`config.mk`:
```
export PLATFORM = sky130hd
export DESIGN_NAME = brtrace_rec
export DESIGN_NICKNAME = d
export VERILOG_FILES = /design/src/rtl/brtrace_pkg.sv /design/src/rtl/brtrace_regs.sv /design/src/rtl/brtrace_detect.sv /design/src/rtl/brtrace_pairq.sv /design/src/rtl/brtrace_writer.sv /design/src/rtl/brtrace_rec.sv
export SDC_FILE = /design/constraint.sdc
export NUM_CORES = 1
export LEC_CHECK = 0
export BUFFER_PORTS_ARGS = -buffer_cell sky130_fd_sc_hd__buf_2
export CORE_AREA = 2 2 179 181
export CTS_BUF_LIST = sky130_fd_sc_hd__clkbuf_8 sky130_fd_sc_hd__clkbuf_16
export DETAILED_ROUTE_END_ITERATION = 6
export DIE_AREA = 0 0 181 183
export GPL_ROUTABILITY_DRIVEN = 0
export GPL_TIMING_DRIVEN = 0
export PLACE_DENSITY = 0.73
export SYNTH_ARGS = -nofsm -noshare
export SYNTH_HDL_FRONTEND = slang
export SYNTH_HIERARCHICAL = 1
export SYNTH_SLANG_ARGS = --single-unit
```
`constraint.sdc`:
```
create_clock -name clk -period 7.7 [get_ports clk]
set_clock_uncertainty 0.05 [all_clocks]
set_input_delay 1.54 -clock clk [delete_from_list [all_inputs] [get_ports clk]]
set_output_delay 1.54 -clock clk [all_outputs]
set_load 0.02 [all_outputs]
```
`src/rtl/brtrace_pkg.sv`:
```
// Package: shared constants and the captured-pair type of the branch trace
// recorder. Assumes register offsets and CTRL bit positions are fixed by the
// software view described in the brief.
package brtrace_pkg;

    localparam int ADDR_W = 31;
    localparam int WORD_W = 32;
    localparam int SIZE_W = 5;

    localparam logic [2:0] REG_CTRL  = 3'd0;
    localparam logic [2:0] REG_START = 3'd1;
    localparam logic [2:0] REG_STOP  = 3'd2;
    localparam logic [2:0] REG_BASE  = 3'd3;
    localparam logic [2:0] REG_PTR   = 3'd4;

    localparam int CB_ARM       = 0;
    localparam int CB_USE_START = 1;
    localparam int CB_USE_STOP  = 2;
    localparam int CB_HOF       = 3;
    localparam int CB_SIZE_LO   = 4;
    localparam int CB_ACTIVE    = 16;
    localparam int CB_HALT      = 17;

    typedef struct packed {
        logic [ADDR_W-1:0] src;
        logic [ADDR_W-1:0] dst;
        logic              first;
    } pair_t;

endpackage

```
`src/rtl/brtrace_regs.sv`:
```
// Module: configuration registers and read-back mux.
// Holds CTRL fields, both comparator values and the window base, and derives
// the wrap mask from the size field. Assumes one register access per cycle;
// offset storage lives in the writer, so a PTR write is only forwarded.
module brtrace_regs
    import brtrace_pkg::*;
#(
    parameter int AW = 10
) (
    input  logic              clk,
    input  logic              rst_n,
    input  logic              cfg_we,
    input  logic [2:0]        cfg_addr,
    input  logic [WORD_W-1:0] cfg_wdata,
    output logic [WORD_W-1:0] cfg_rdata,
    input  logic              st_active,
    input  logic              st_halt,
    input  logic [AW-1:0]     st_off,
    output logic              ctrl_wr,
    output logic              ptr_wr,
    output logic              c_arm,
    output logic              c_use_start,
    output logic              c_use_stop,
    output logic              c_hof,
    output logic [ADDR_W-1:0] c_start,
    output logic [ADDR_W-1:0] c_stop,
    output logic [AW-1:0]     c_base,
    output logic [AW-1:0]     c_mask
);

    logic [SIZE_W-1:0] size_q;
    logic [SIZE_W-1:0] size_eff;

    assign ctrl_wr = cfg_we && (cfg_addr == REG_CTRL);
    assign ptr_wr  = cfg_we && (cfg_addr == REG_PTR);

    // Register storage updated on configuration writes.
    always_ff @(posedge clk) begin
        if (!rst_n) begin
            c_arm       <= 1'b0;
            c_use_start <= 1'b0;
            c_use_stop  <= 1'b0;
            c_hof       <= 1'b0;
            size_q      <= '0;
            c_start     <= '0;
            c_stop      <= '0;
            c_base      <= '0;
        end else if (cfg_we) begin
            case (cfg_addr)
                REG_CTRL: begin
                    c_arm       <= cfg_wdata[CB_ARM];
                    c_use_start <= cfg_wdata[CB_USE_START];
                    c_use_stop  <= cfg_wdata[CB_USE_STOP];
                    c_hof       <= cfg_wdata[CB_HOF];
                    size_q      <= cfg_wdata[CB_SIZE_LO +: SIZE_W];
                end
                REG_START: c_start <= cfg_wdata[WORD_W-1:1];
                REG_STOP:  c_stop  <= cfg_wdata[WORD_W-1:1];
                REG_BASE:  c_base  <= cfg_wdata[AW-1:0];
                default: ;
            endcase
        end
    end

    // Clamp the size field and turn it into a wrap mask.
    always_comb begin
        if (size_q == '0 || int'(size_q) > AW)
            size_eff = SIZE_W'(AW);
        else
            size_eff = size_q;
        c_mask = ~({AW{1'b1}} << size_eff);
    end

    // Read-back mux for the register port.
    always_comb begin
        cfg_rdata = '0;
        case (cfg_addr)
            REG_CTRL: begin
                cfg_rdata[CB_ARM]                 = c_arm;
                cfg_rdata[CB_USE_START]           = c_use_start;
                cfg_rdata[CB_USE_STOP]            = c_use_stop;
                cfg_rdata[CB_HOF]                 = c_hof;
                cfg_rdata[CB_SIZE_LO +: SIZE_W]   = size_q;
                cfg_rdata[CB_ACTIVE]              = st_active;
                cfg_rdata[CB_HALT]                = st_halt;
            end
            REG_START: cfg_rdata = {c_start, 1'b0};
            REG_STOP:  cfg_rdata = {c_stop, 1'b0};
            REG_BASE:  cfg_rdata[AW-1:0] = c_base;
            REG_PTR:   cfg_rdata[AW-1:0] = st_off;
            default:   cfg_rdata = '0;
        endcase
    end

endmodule

```
`src/rtl/brtrace_detect.sv`:
```
// Module: discontinuity detector with start/stop gating.
// Tracks the last qualified address and emits a source/target pair whenever
// the sequential flag drops while recording. Assumes the address is valid only
// with its enable and never while lockup is high. CTRL writes take priority
// over comparator matches in the same cycle.
module brtrace_detect
    import brtrace_pkg::*;
(
    input  logic              clk,
    input  logic              rst_n,
    input  logic [ADDR_W-1:0] ex_addr,
    input  logic              ex_addr_en,
    input  logic              ex_seq,
    input  logic              core_lockup,
    input  logic              core_nonins,
    input  logic              ctrl_wr,
    input  logic              new_arm,
    input  logic              new_use_start,
    input  logic              c_arm,
    input  logic              c_use_start,
    input  logic              c_use_stop,
    input  logic [ADDR_W-1:0] c_start,
    input  logic [ADDR_W-1:0] c_stop,
    output logic              push,
    output pair_t             push_pair,
    output logic              active
);

    logic [ADDR_W-1:0] last_addr;
    logic              have_prev;
    logic              first_pend;
    logic              qual;
    logic              start_hit;
    logic              stop_hit;

    assign qual      = ex_addr_en && !core_lockup;
    assign start_hit = qual && c_arm && c_use_start && (ex_addr == c_start);
    assign stop_hit  = qual && c_use_stop && (ex_addr == c_stop);
    assign push      = qual && !ex_seq && !core_nonins && have_prev && active;

    assign push_pair.src   = last_addr;
    assign push_pair.dst   = ex_addr;
    assign push_pair.first = first_pend;

    // Remember the most recent qualified address as the next possible source.
    always_ff @(posedge clk) begin
        if (!rst_n) begin
            last_addr <= '0;
            have_prev <= 1'b0;
        end else if (qual) begin
            last_addr <= ex_addr;
            have_prev <= 1'b1;
        end
    end

    // Recording state and first-record marker.
    always_ff @(posedge clk) begin
        if (!rst_n) begin
            active     <= 1'b0;
            first_pend <= 1'b0;
        end else if (ctrl_wr) begin
            active     <= new_arm && !new_use_start;
            first_pend <= 1'b1;
        end else begin
            if (push)
                first_pend <= 1'b0;
            if (stop_hit)
                active <= 1'b0;
            else if (start_hit && !active) begin
                active     <= 1'b1;
                first_pend <= 1'b1;
            end
        end
    end

endmodule

```
`src/rtl/brtrace_pairq.sv`:
```
// Module: small FIFO of captured pairs between detector and RAM writer.
// A push arriving while the FIFO is full is dropped. DEPTH must be a power of
// two, at least 2.
module brtrace_pairq
    import brtrace_pkg::*;
#(
    parameter int DEPTH = 2
) (
    input  logic  clk,
    input  logic  rst_n,
    input  logic  push,
    input  pair_t push_pair,
    input  logic  pop,
    input  logic  flush,
    output logic  valid,
    output logic  full,
    output pair_t head
);

    localparam int PW = $clog2(DEPTH);

    pair_t         mem [DEPTH];
    logic [PW-1:0] rd_ix;
    logic [PW-1:0] wr_ix;
    logic [PW:0]   cnt;
    logic          do_push;
    logic          do_pop;

    assign valid   = (cnt != '0);
    assign full    = (cnt == (PW+1)'(DEPTH));
    assign head    = mem[rd_ix];
    assign do_push = push && !full;
    assign do_pop  = pop && valid;

    // Storage array written at the tail.
    always_ff @(posedge clk) begin
        if (do_push)
            mem[wr_ix] <= push_pair;
    end

    // Pointer and occupancy bookkeeping.
    always_ff @(posedge clk) begin
        if (!rst_n || flush) begin
            rd_ix <= '0;
            wr_ix <= '0;
            cnt   <= '0;
        end else begin
            if (do_push)
                wr_ix <= wr_ix + 1'b1;
            if (do_pop)
                rd_ix <= rd_ix + 1'b1;
            case ({do_push, do_pop})
                2'b10:   cnt <= cnt + 1'b1;
                2'b01:   cnt <= cnt - 1'b1;
                default: cnt <= cnt;
            endcase
        end
    end

endmodule

```
`src/rtl/brtrace_writer.sv`:
```
// Module: serialises pairs into two RAM writes and owns the write offset and
// halt request. Outputs are registered. Assumes the mask is 2^n-1. In
// stop-on-full mode the last-slot write is the final one until a CTRL write.
module brtrace_writer
    import brtrace_pkg::*;
#(
    parameter int AW = 10
) (
    input  logic              clk,
    input  logic              rst_n,
    input  logic              q_valid,
    input  pair_t             q_head,
    output logic              q_pop,
    input  logic              ctrl_wr,
    input  logic              ptr_wr,
    input  logic [AW-1:0]     ptr_val,
    input  logic              c_hof,
    input  logic [AW-1:0]     c_base,
    input  logic [AW-1:0]     c_mask,
    output logic              ram_we,
    output logic [AW-1:0]     ram_waddr,
    output logic [WORD_W-1:0] ram_wdata,
    output logic [AW-1:0]     off,
    output logic              halt
);

    logic              phase;
    logic [ADDR_W-1:0] dst_hold;
    logic              last_q;
    logic              stop_full;
    logic              issue_dst;
    logic              issue_src;
    logic              issue;
    logic [WORD_W-1:0] word_nx;

    assign stop_full = c_hof && (halt || (ram_we && last_q));
    assign issue_dst = phase && !stop_full;
    assign issue_src = !phase && q_valid && !stop_full;
    assign issue     = issue_dst || issue_src;
    assign q_pop     = issue_src && !ctrl_wr;
    assign word_nx   = issue_dst ? {dst_hold, 1'b0} : {q_head.src, q_head.first};

    // Word sequencing: source first, target on the following write.
    always_ff @(posedge clk) begin
        if (!rst_n || ctrl_wr) begin
            phase    <= 1'b0;
            dst_hold <= '0;
        end else if (issue_src) begin
            phase    <= 1'b1;
            dst_hold <= q_head.dst;
        end else if (issue_dst) begin
            phase    <= 1'b0;
        end
    end

    // Registered RAM port and offset stepping.
    always_ff @(posedge clk) begin
        if (!rst_n) begin
            ram_we    <= 1'b0;
            ram_waddr <= '0;
            ram_wdata <= '0;
            last_q    <= 1'b0;
            off       <= '0;
        end else begin
            ram_we <= issue && !ctrl_wr;
            if (issue && !ctrl_wr) begin
                ram_waddr <= c_base + off;
                ram_wdata <= word_nx;
                last_q    <= (off == c_mask);
            end
            if (ptr_wr)
                off <= ptr_val & c_mask;
            else if (issue && !ctrl_wr)
                off <= (off + 1'b1) & c_mask;
        end
    end

    // Sticky halt request raised one cycle after the last-slot write.
    always_ff @(posedge clk) begin
        if (!rst_n || ctrl_wr)
            halt <= 1'b0;
        else if (c_hof && ram_we && last_q)
            halt <= 1'b1;
    end

endmodule

```
`src/rtl/brtrace_rec.sv`:
```
// Module: top of the branch trace recorder. Connects the register block,
// detector, pair queue and RAM writer. Single clock, synchronous active-low
// reset. The trace RAM sits outside and takes one word per write strobe.
module brtrace_rec
    import brtrace_pkg::*;
#(
    parameter int AW     = 10,
    parameter int QDEPTH = 2
) (
    input  logic              clk,
    input  logic              rst_n,
    input  logic [30:0]       ex_addr,
    input  logic              ex_addr_en,
    input  logic              ex_seq,
    input  logic              core_lockup,
    input  logic              core_nonins,
    input  logic              cfg_we,
    input  logic [2:0]        cfg_addr,
    input  logic [31:0]       cfg_wdata,
    output logic [31:0]       cfg_rdata,
    output logic              ram_we,
    output logic [AW-1:0]     ram_waddr,
    output logic [31:0]       ram_wdata,
    output logic              halt_req
);

    logic              ctrl_wr;
    logic              ptr_wr;
    logic              cfg_arm;
    logic              cfg_use_start;
    logic              cfg_use_stop;
    logic              cfg_hof;
    logic [ADDR_W-1:0] cfg_start;
    logic [ADDR_W-1:0] cfg_stop;
    logic [AW-1:0]     cfg_base;
    logic [AW-1:0]     cfg_mask;
    logic              rec_active;
    logic              q_push;
    pair_t             q_in;
    logic              q_pop;
    logic              q_valid;
    logic              q_full;
    pair_t             q_head;
    logic [AW-1:0]     wr_off;

    brtrace_regs #(.AW(AW)) u_regs (
        .clk         (clk),
        .rst_n       (rst_n),
        .cfg_we      (cfg_we),
        .cfg_addr    (cfg_addr),
        .cfg_wdata   (cfg_wdata),
        .cfg_rdata   (cfg_rdata),
        .st_active   (rec_active),
        .st_halt     (halt_req),
        .st_off      (wr_off),
        .ctrl_wr     (ctrl_wr),
        .ptr_wr      (ptr_wr),
        .c_arm       (cfg_arm),
        .c_use_start (cfg_use_start),
        .c_use_stop  (cfg_use_stop),
        .c_hof       (cfg_hof),
        .c_start     (cfg_start),
        .c_stop      (cfg_stop),
        .c_base      (cfg_base),
        .c_mask      (cfg_mask)
    );

    brtrace_detect u_det (
        .clk           (clk),
        .rst_n         (rst_n),
        .ex_addr       (ex_addr),
        .ex_addr_en    (ex_addr_en),
        .ex_seq        (ex_seq),
        .core_lockup   (core_lockup),
        .core_nonins   (core_nonins),
        .ctrl_wr       (ctrl_wr),
        .new_arm       (cfg_wdata[CB_ARM]),
        .new_use_start (cfg_wdata[CB_USE_START]),
        .c_arm         (cfg_arm),
        .c_use_start   (cfg_use_start),
        .c_use_stop    (cfg_use_stop),
        .c_start       (cfg_start),
        .c_stop        (cfg_stop),
        .push          (q_push),
        .push_pair     (q_in),
        .active        (rec_active)
    );

    brtrace_pairq #(.DEPTH(QDEPTH)) u_q (
        .clk       (clk),
        .rst_n     (rst_n),
        .push      (q_push),
        .push_pair (q_in),
        .pop       (q_pop),
        .flush     (ctrl_wr),
        .valid     (q_valid),
        .full      (q_full),
        .head      (q_head)
    );

    brtrace_writer #(.AW(AW)) u_wr (
        .clk       (clk),
        .rst_n     (rst_n),
        .q_valid   (q_valid),
        .q_head    (q_head),
        .q_pop     (q_pop),
        .ctrl_wr   (ctrl_wr),
        .ptr_wr    (ptr_wr),
        .ptr_val   (cfg_wdata[AW-1:0]),
        .c_hof     (cfg_hof),
        .c_base    (cfg_base),
        .c_mask    (cfg_mask),
        .ram_we    (ram_we),
        .ram_waddr (ram_waddr),
        .ram_wdata (ram_wdata),
        .off       (wr_off),
        .halt      (halt_req)
    );

endmodule

```
==> results of run 1 <==
[critical path, delay by kind of cell]
family                 cells  cell delay [ns]
AOI/OAI and AO/OA          1             0.24
buffers and inverters      4             0.95
and+or+nand+nor            1             0.30
[stage by stage]
stage,power (uW),setup WS (ns),util (%)
floorplan,2012,3.373,-
global placement,2104,2.223,51.54
detailed placement,2110,3.130,51.65
CTS,3729,3.119,55.26
global route,3812,3.006,55.26
finish,3716,3.078,55.26
[how the worst max path moves through the flow]
stage | endpoint | slack, ns | cells after the start
floorplan | u_q/mem[0][0]$_DFFE_PP_ | 3.37 | 6
global placement | u_q/mem[1][10]$_DFFE_PP_ | 2.22 | 5
detailed placement | cfg_rdata[25] | 3.13 | 6
CTS | cfg_rdata[25] | 3.12 | 6
global route | cfg_rdata[25] | 3.01 | 6
finish | cfg_rdata[25] | 3.08 | 6
[final cells by class]
cell class,instances,area [sq um]
flip-flops and latches,333,7928
diodes,1,2.502
multi-input cells,1001,6186
clock inverters,24,170.2
clock buffers,40,955.9
inverters,14,67.56
repair buffers,148,763.2
fillers,2786,13970
plain buffers,131,683.2
well taps,402,503.0
[layout by cell type (no fill, tap or decap), types with 6 or more instances in the layout]
master	count
nand2_1	351
nand4_1	14
clkbuf_16	36
edfxtp_1	126
o31ai_1	9
dfxtp_1	207
o21ai_0	23
mux2_2	73
and3_1	8
nand3_1	44
a21boi_1	19
clkbuf_1	59
ha_1	11
a32oi_1	9
xnor2_1	46
buf_4	34
nor2b_1	6
nor4_1	9
mux2i_1	9
a311oi_1	33
nor3_1	7
a21oi_1	85
a22o_1	20
inv_1	19
nor2_1	50
buf_2	180
a21boi_0	64
xor2_1	33
[routing by layer]
layer	track usage (%)	share of wire, %	vias to the layer above
met5	0	0	-
met4	11.51	4.1	0
met3	5.064	8.5	113
met2	42.37	47	613
met1	34.13	41	5754
li1	-	-	5564
[state kept, by name, indices dropped and copies added, names as in the netlist, 2 cells and up, named ones only]
signal           cells
u_regs/c_base       10
u_q/cnt              2
u_regs/c_start      31
u_det/last_addr     31
u_wr/ram_wdata      32
u_wr/off            10
u_wr/ram_waddr      10
u_regs/size_q        5
u_wr/dst_hold       31
u_regs/c_stop       31
u_q/mem            126
[power groups by stage]
stage	clock [uW]	combinational, uW	sequential, uW
final	1640	217	1860
after global routing	1720	231	1860
after CTS	1660	212	1860
after detailed placement	0	210	1900
after global placement	0	206	1900
after floorplan	0	120	1890
[logic make-up after synthesis]
kind of cell | count (synthesis) | share of synthesized area (%)
AOI/OAI and AO/OA | 304 | 14.45
adders and majority gates | 12 | 1.061
other | 1 | 0.02524
DFF | 333 | 53.36
and+or+nand+nor | 523 | 15.27
buffers and inverters | 145 | 5.036
muxes | 82 | 6.139
xor gates and xnor gates | 79 | 4.657
==> key figures, run 1 <==
Synth
  • Most frequent cells after synthesis: nand2_1 (351), dfxtp_1 (207), edfxtp_1 (126)
  • Post-synth top area cell: dfxtp_1
  • Post-synth top flop: dfxtp_1
  • Yosys warnings: 6
  • Register area share after synthesis: between 50% and 60%
  • Synth top area share: 27.89%
  • Mapped Cells: between 1000 and 1500
  • Synth Net Count: 1564
  • Synth unique cells: 72
  • Post-synth EDFFs: between 100 and 150
  • Post-Synthesis Mean Instance Area: 10.05 sq um
  • Synthesized flop and latch total: 333
  • Most common cell in the synthesized netlist: nand2_1
  • Synthesized area: around 15000 sq um
  • Synth area leaders: dfxtp_1 (28%), edfxtp_1 (25%), nand2_1 (8.9%)
  • Asr flop ratio synth: 0%

Placed design
  • Port bufs: about 150
  • Dpl cells: a little over 2000
  • Final HPWL DP: around 31000 um
  • Area post-placement: around 16000 sq um

CTS
  • CTS tree: built
  • Post CTS Setup Buffer Count: 0
  • Clock Tree Buf Depth: 3
  • Hold buffers post-CTS: 0
  • Clock root buffer: clkbuf_16
  • Worst skew pair latency: between 0.5 and 0.6 ns
  • Clock sinks: ~330
  • Clock-pin slew on the worst setup and hold paths: approximately 0.06 ns
  • CTS H-tree depth: 2
  • CTS Buf Count: 35
  • Post-CTS sizing: 0

Global route
  • Global-route wire length before repair: about 67000 um
  • Total Routing Usage GR: about a quarter
  • Initial antenna violation count: 1
  • Largest net degree at the start of global routing: 64
  • Vias in the first global route: around 12000
  • Grt ovf: 0

Pwr
  • Sw Pwr: between 800 and 900 uW
  • Sw frac: between 20% and 30%
  • Logic pwr share: 5.8%
  • Power Dens Cells: about 220 nW/um^2
  • VDD IR max: 0.1521 mV
  • Seq pwr share: 50.1%
  • Pint: approximately 2900 uW
  • Leak: 0.006309 uW
  • Clock network fraction of total power: 44.1%

Setup path
  • Critical Path Source Type: primary input
  • Crit path required time: 6.11 ns
  • Critical Path Max Stage Delay: around 0.44 ns
  • Worst-path maximum fanout: 10
  • Crit path top cell by count: buf_2
  • Worst R2R End: u_q/mem[0][4]$_DFFE_PP_
  • Reg2Reg Depth: 5
  • Crit path cell chain: buf_2, buf_2, nor3b_1, clkbuf_1, a22o_1, buf_2
  • Reg2Reg Setup Slack: roughly 5 ns
  • Critical setup path kind: in -> out
  • Worst path slowest cell: clkbuf_1
  • WP data arrival: approximately 3.0 ns
  • Worst Setup SP: cfg_addr[2]
  • Crit end category: output pin
  • Worst R2R Start: u_det/active$_SDFFE_PN0P_

Status
  • Failing checks: DRC
  • Status: complete, but fails checks

Layout
  • Nets: 1749
  • Layout cell share with drive strength beyond 1: a little over a fifth
  • Post-route cell area: ~17000 sq um
  • Non-filler instance count after layout: around 2100
  • Layout overhead on the synthesized area: 16.17%

Worst hold path
  • Hold_sp: u_det/last_addr[11]$_SDFFE_PN0N_
  • Hold crit path type: reg -> reg
  • Hold worst-path end: u_q/mem[0][43]$_DFFE_PP_
  • Hold depth: 0

STA
  • Period Utilization, post-route: approximately three fifths
  • Worst hold slack: 0.4027 ns
  • Tightest Pin Transition: ~0.93 ns
  • Slew Viols, Final: 0
  • Fin. Hold Viols: 0
  • Max-slew headroom: around two fifths
  • Final Setup Violations: 0
  • Setup TNS after final layout: 0 ns
  • Fin crit period: 4.622 ns
  • Max Freq: around 220 MHz
  • RSZ-0062 raised after global routing: false

Routing
  • DRT iter0 DRCs: 1200
  • Antenna violation net count after detailed routing: 0
  • Avg WL per Cell: ~21 um
  • Via Count: between 10000 and 15000
  • DRT Pass-1 Iters: 7
  • WL final: ~44000 um
  • Vias per cell: 5.752
  • Drc violations: 1

Die
  • Die Area: approximately 33000 sq um
  • # IOs: 149
  • Initial Util: about 48%
  • Die X-Extent: between 150 and 200 um
  • Die H: about 180 um
  • Core area: 31230 sq um
  • # rows: 65

Run
  • Max Cap Viol: 0
Note: power is estimated with default switching activity, not from simulation.
==> inputs of run 2 (changes only) <==
PLACE_DENSITY = 0.75   (was 0.73)
clock period = 4.2 ns   (was 7.7 ns; I/O delays follow)
==> key figures, run 2 (synthesis gave the netlist of run 1 again) <==
STA
  • Fin crit period: 3.215 ns
  • Slew Viols, Final: 0
  • Max Freq: about 310 MHz
  • RSZ-0062 raised after global routing: false
  • PnR worst setup slack: 0.9850 ns
  • Period Utilization, post-route: between 70% and 80%
  • Fin. Hold Viols: 0
  • Worst hold slack: 0.3933 ns
  • Max-slew headroom: a little over a third
  • Final Setup Violations: 0
  • Setup TNS after final layout: 0 ns
  • Tightest Pin Transition: 0.9607 ns

Pwr
  • Clock network fraction of total power: a little under half
  • VDD IR max: 0.2477 mV
  • Leak: approximately 0.0063 uW
  • Sw Pwr: 1550 uW
  • Power Dens Cells: between 400 and 500 nW/um^2
  • Sw frac: ~22%
  • Seq pwr share: 48.6%
  • Logic pwr share: ~5.7%
  • Pint: 5470 uW

Placed design
  • Port bufs: between 100 and 150
  • Final HPWL DP: between 30000 and 40000 um
  • Area post-placement: roughly 16000 sq um
  • Pre-CTS worst setup slack: about 0.71 ns

Setup path
  • Critical setup path kind: in -> out
  • CP top delay family: buffers and inverters
  • Critical Path Max Stage Delay: 0.44 ns
  • WP data arrival: 2.33 ns
  • Worst-path maximum fanout: 10
  • Crit path top cell by count: buf_2
  • Crit path required time: around 3.3 ns
  • Crit end category: output pin
  • Critical Path Source Type: primary input
  • Crit path cell chain: buf_2, buf_2, nor3b_1, clkbuf_1, a22o_1, buf_2
  • Worst path slowest cell: clkbuf_1
  • CP Buf/Inv Count: 4

Routing
  • DRT Pass-1 Iters: 5
  • DRT iter0 DRCs: 1355
  • Drc violations: 0
  • Antenna violation net count after detailed routing: 0
  • Via Count: 12090
  • Avg WL per Cell: roughly 21 um
  • Vias per cell: 5.775
  • WL final: 43480 um

Global route
  • Total Routing Usage GR: between 20% and 30%
  • Vias in the first global route: roughly 12000
  • Global-route wire length before repair: roughly 66000 um
  • Largest net degree at the start of global routing: between 60 and 70
  • Initial antenna violation count: 1
  • Grt ovf: 0

Layout
  • Layout overhead on the synthesized area: 16.57%
  • Nets: between 1500 and 2000
  • Layout cell share with drive strength beyond 1: 21.36%
  • FILL cells: approximately 2700
  • Post-route cell area: roughly 17000 sq um
  • Commonest non-fill, non-tap cell in the layout: nand2_1
  • Largest Register: u_q/mem
  • Multi-input logic area: 6186 sq um
  • Largest registers: u_q/mem: 126 flops, u_wr/ram_wdata: 32 flops
  • Max FFs per register: around 130
  • Register area: ~7900 sq um
  • Commonest non-fill, non-tap cells in the layout: nand2_1 (351), dfxtp_1 (207), buf_2 (180), edfxtp_1 (126), a21oi_1 (85)

Worst hold path
  • Hold crit path type: reg -> reg

Die
  • # rows: 65
  • Die Area: around 33000 sq um
  • Initial Util: roughly 48%
  • Die H: 183 um
  • Die X-Extent: roughly 180 um
  • Core area: around 31000 sq um
  • # IOs: around 150

CTS
  • Worst skew pair latency: approximately 0.52 ns
  • CTS tree: built
  • Hold buffers post-CTS: 0
  • Clock Tree Buf Depth: 3
  • Clock-pin slew on the worst setup and hold paths: roughly 0.060 ns
  • Clock sinks: 333
  • Clock root buffer: clkbuf_16
  • CTS H-tree depth: 2
  • Post-CTS sizing: 0
  • CTS Buf Count: 35
  • Post CTS Setup Buffer Count: 0

Run
  • Max Cap Viol: 0

Status
  • Status: completed
==> run 2: changes by cell type in the layout (fill, tap and decap cells not counted), sizes merged <==
| cell | change |
|---|---|
| buf | -1 |
| clkinvlp | -2 |
| clkinv | -2 |
| bufinv | +4 |
==> run 2: cell type report <==
type                            instances  area share [%]
Clock buffer                           40           5.520
Timing Repair Buffer                  147           4.248
Clock inverter                         24           1.481
Inverter                               14          0.3901
Multi-Input combinational cell       1001           35.72
Antenna cell                            1         0.01445
Tap cell                              402           2.904
Sequential cell                       333           45.78
Buffer                                131           3.945
==> run 2: power by group through the flow <==
stage / clock network [uW] / registers [uW] / logic [uW]
finish: 3210 / 3410 / 398
global route: 3380 / 3410 / 420
CTS: 3250 / 3410 / 387
detailed placement: 0 / 3480 / 385
global placement: 0 / 3480 / 377
floorplan: 0 / 3470 / 220
==> run 2: final timing paths <==
path | depth (start not counted) | slack [ns] | startpoint | end
hold / removal | 0 | 0.39 | u_det/last_addr[0]$_SDFFE_PN0N_ | u_q/mem[0][32]$_DFFE_PP_
setup reg to reg | 5 | 1.47 | u_det/active$_SDFFE_PN0P_ | u_q/mem[0][6]$_DFFE_PP_
setup / recovery | 6 | 0.98 | cfg_addr[0] | cfg_rdata[23]
hold reg to reg | 0 | 0.39 | u_det/last_addr[0]$_SDFFE_PN0N_ | u_q/mem[0][32]$_DFFE_PP_
==> run 2: metal layers <==
layer | up-vias | track usage, % | routed length, um | share of wire [%]
met4 | 0 | 12.36 | 2029 | 4.7
met2 | 631 | 41.23 | 19560 | 45
li1 | 5550 | - | - | -
met1 | 5772 | 34.15 | 17980 | 41
met3 | 134 | 4.408 | 3905 | 9.0
met5 | - | 0 | 0 | 0
==> run 2: metrics by stage <==
stage,std cells,utilization [%],power (uW)
after floorplan,1479,-,3690
after global routing,2093,55.45,7211
after CTS,2092,55.44,7052
after global placement,2028,51.54,3857
after detailed placement,2028,51.56,3866
final,2093,55.45,7021
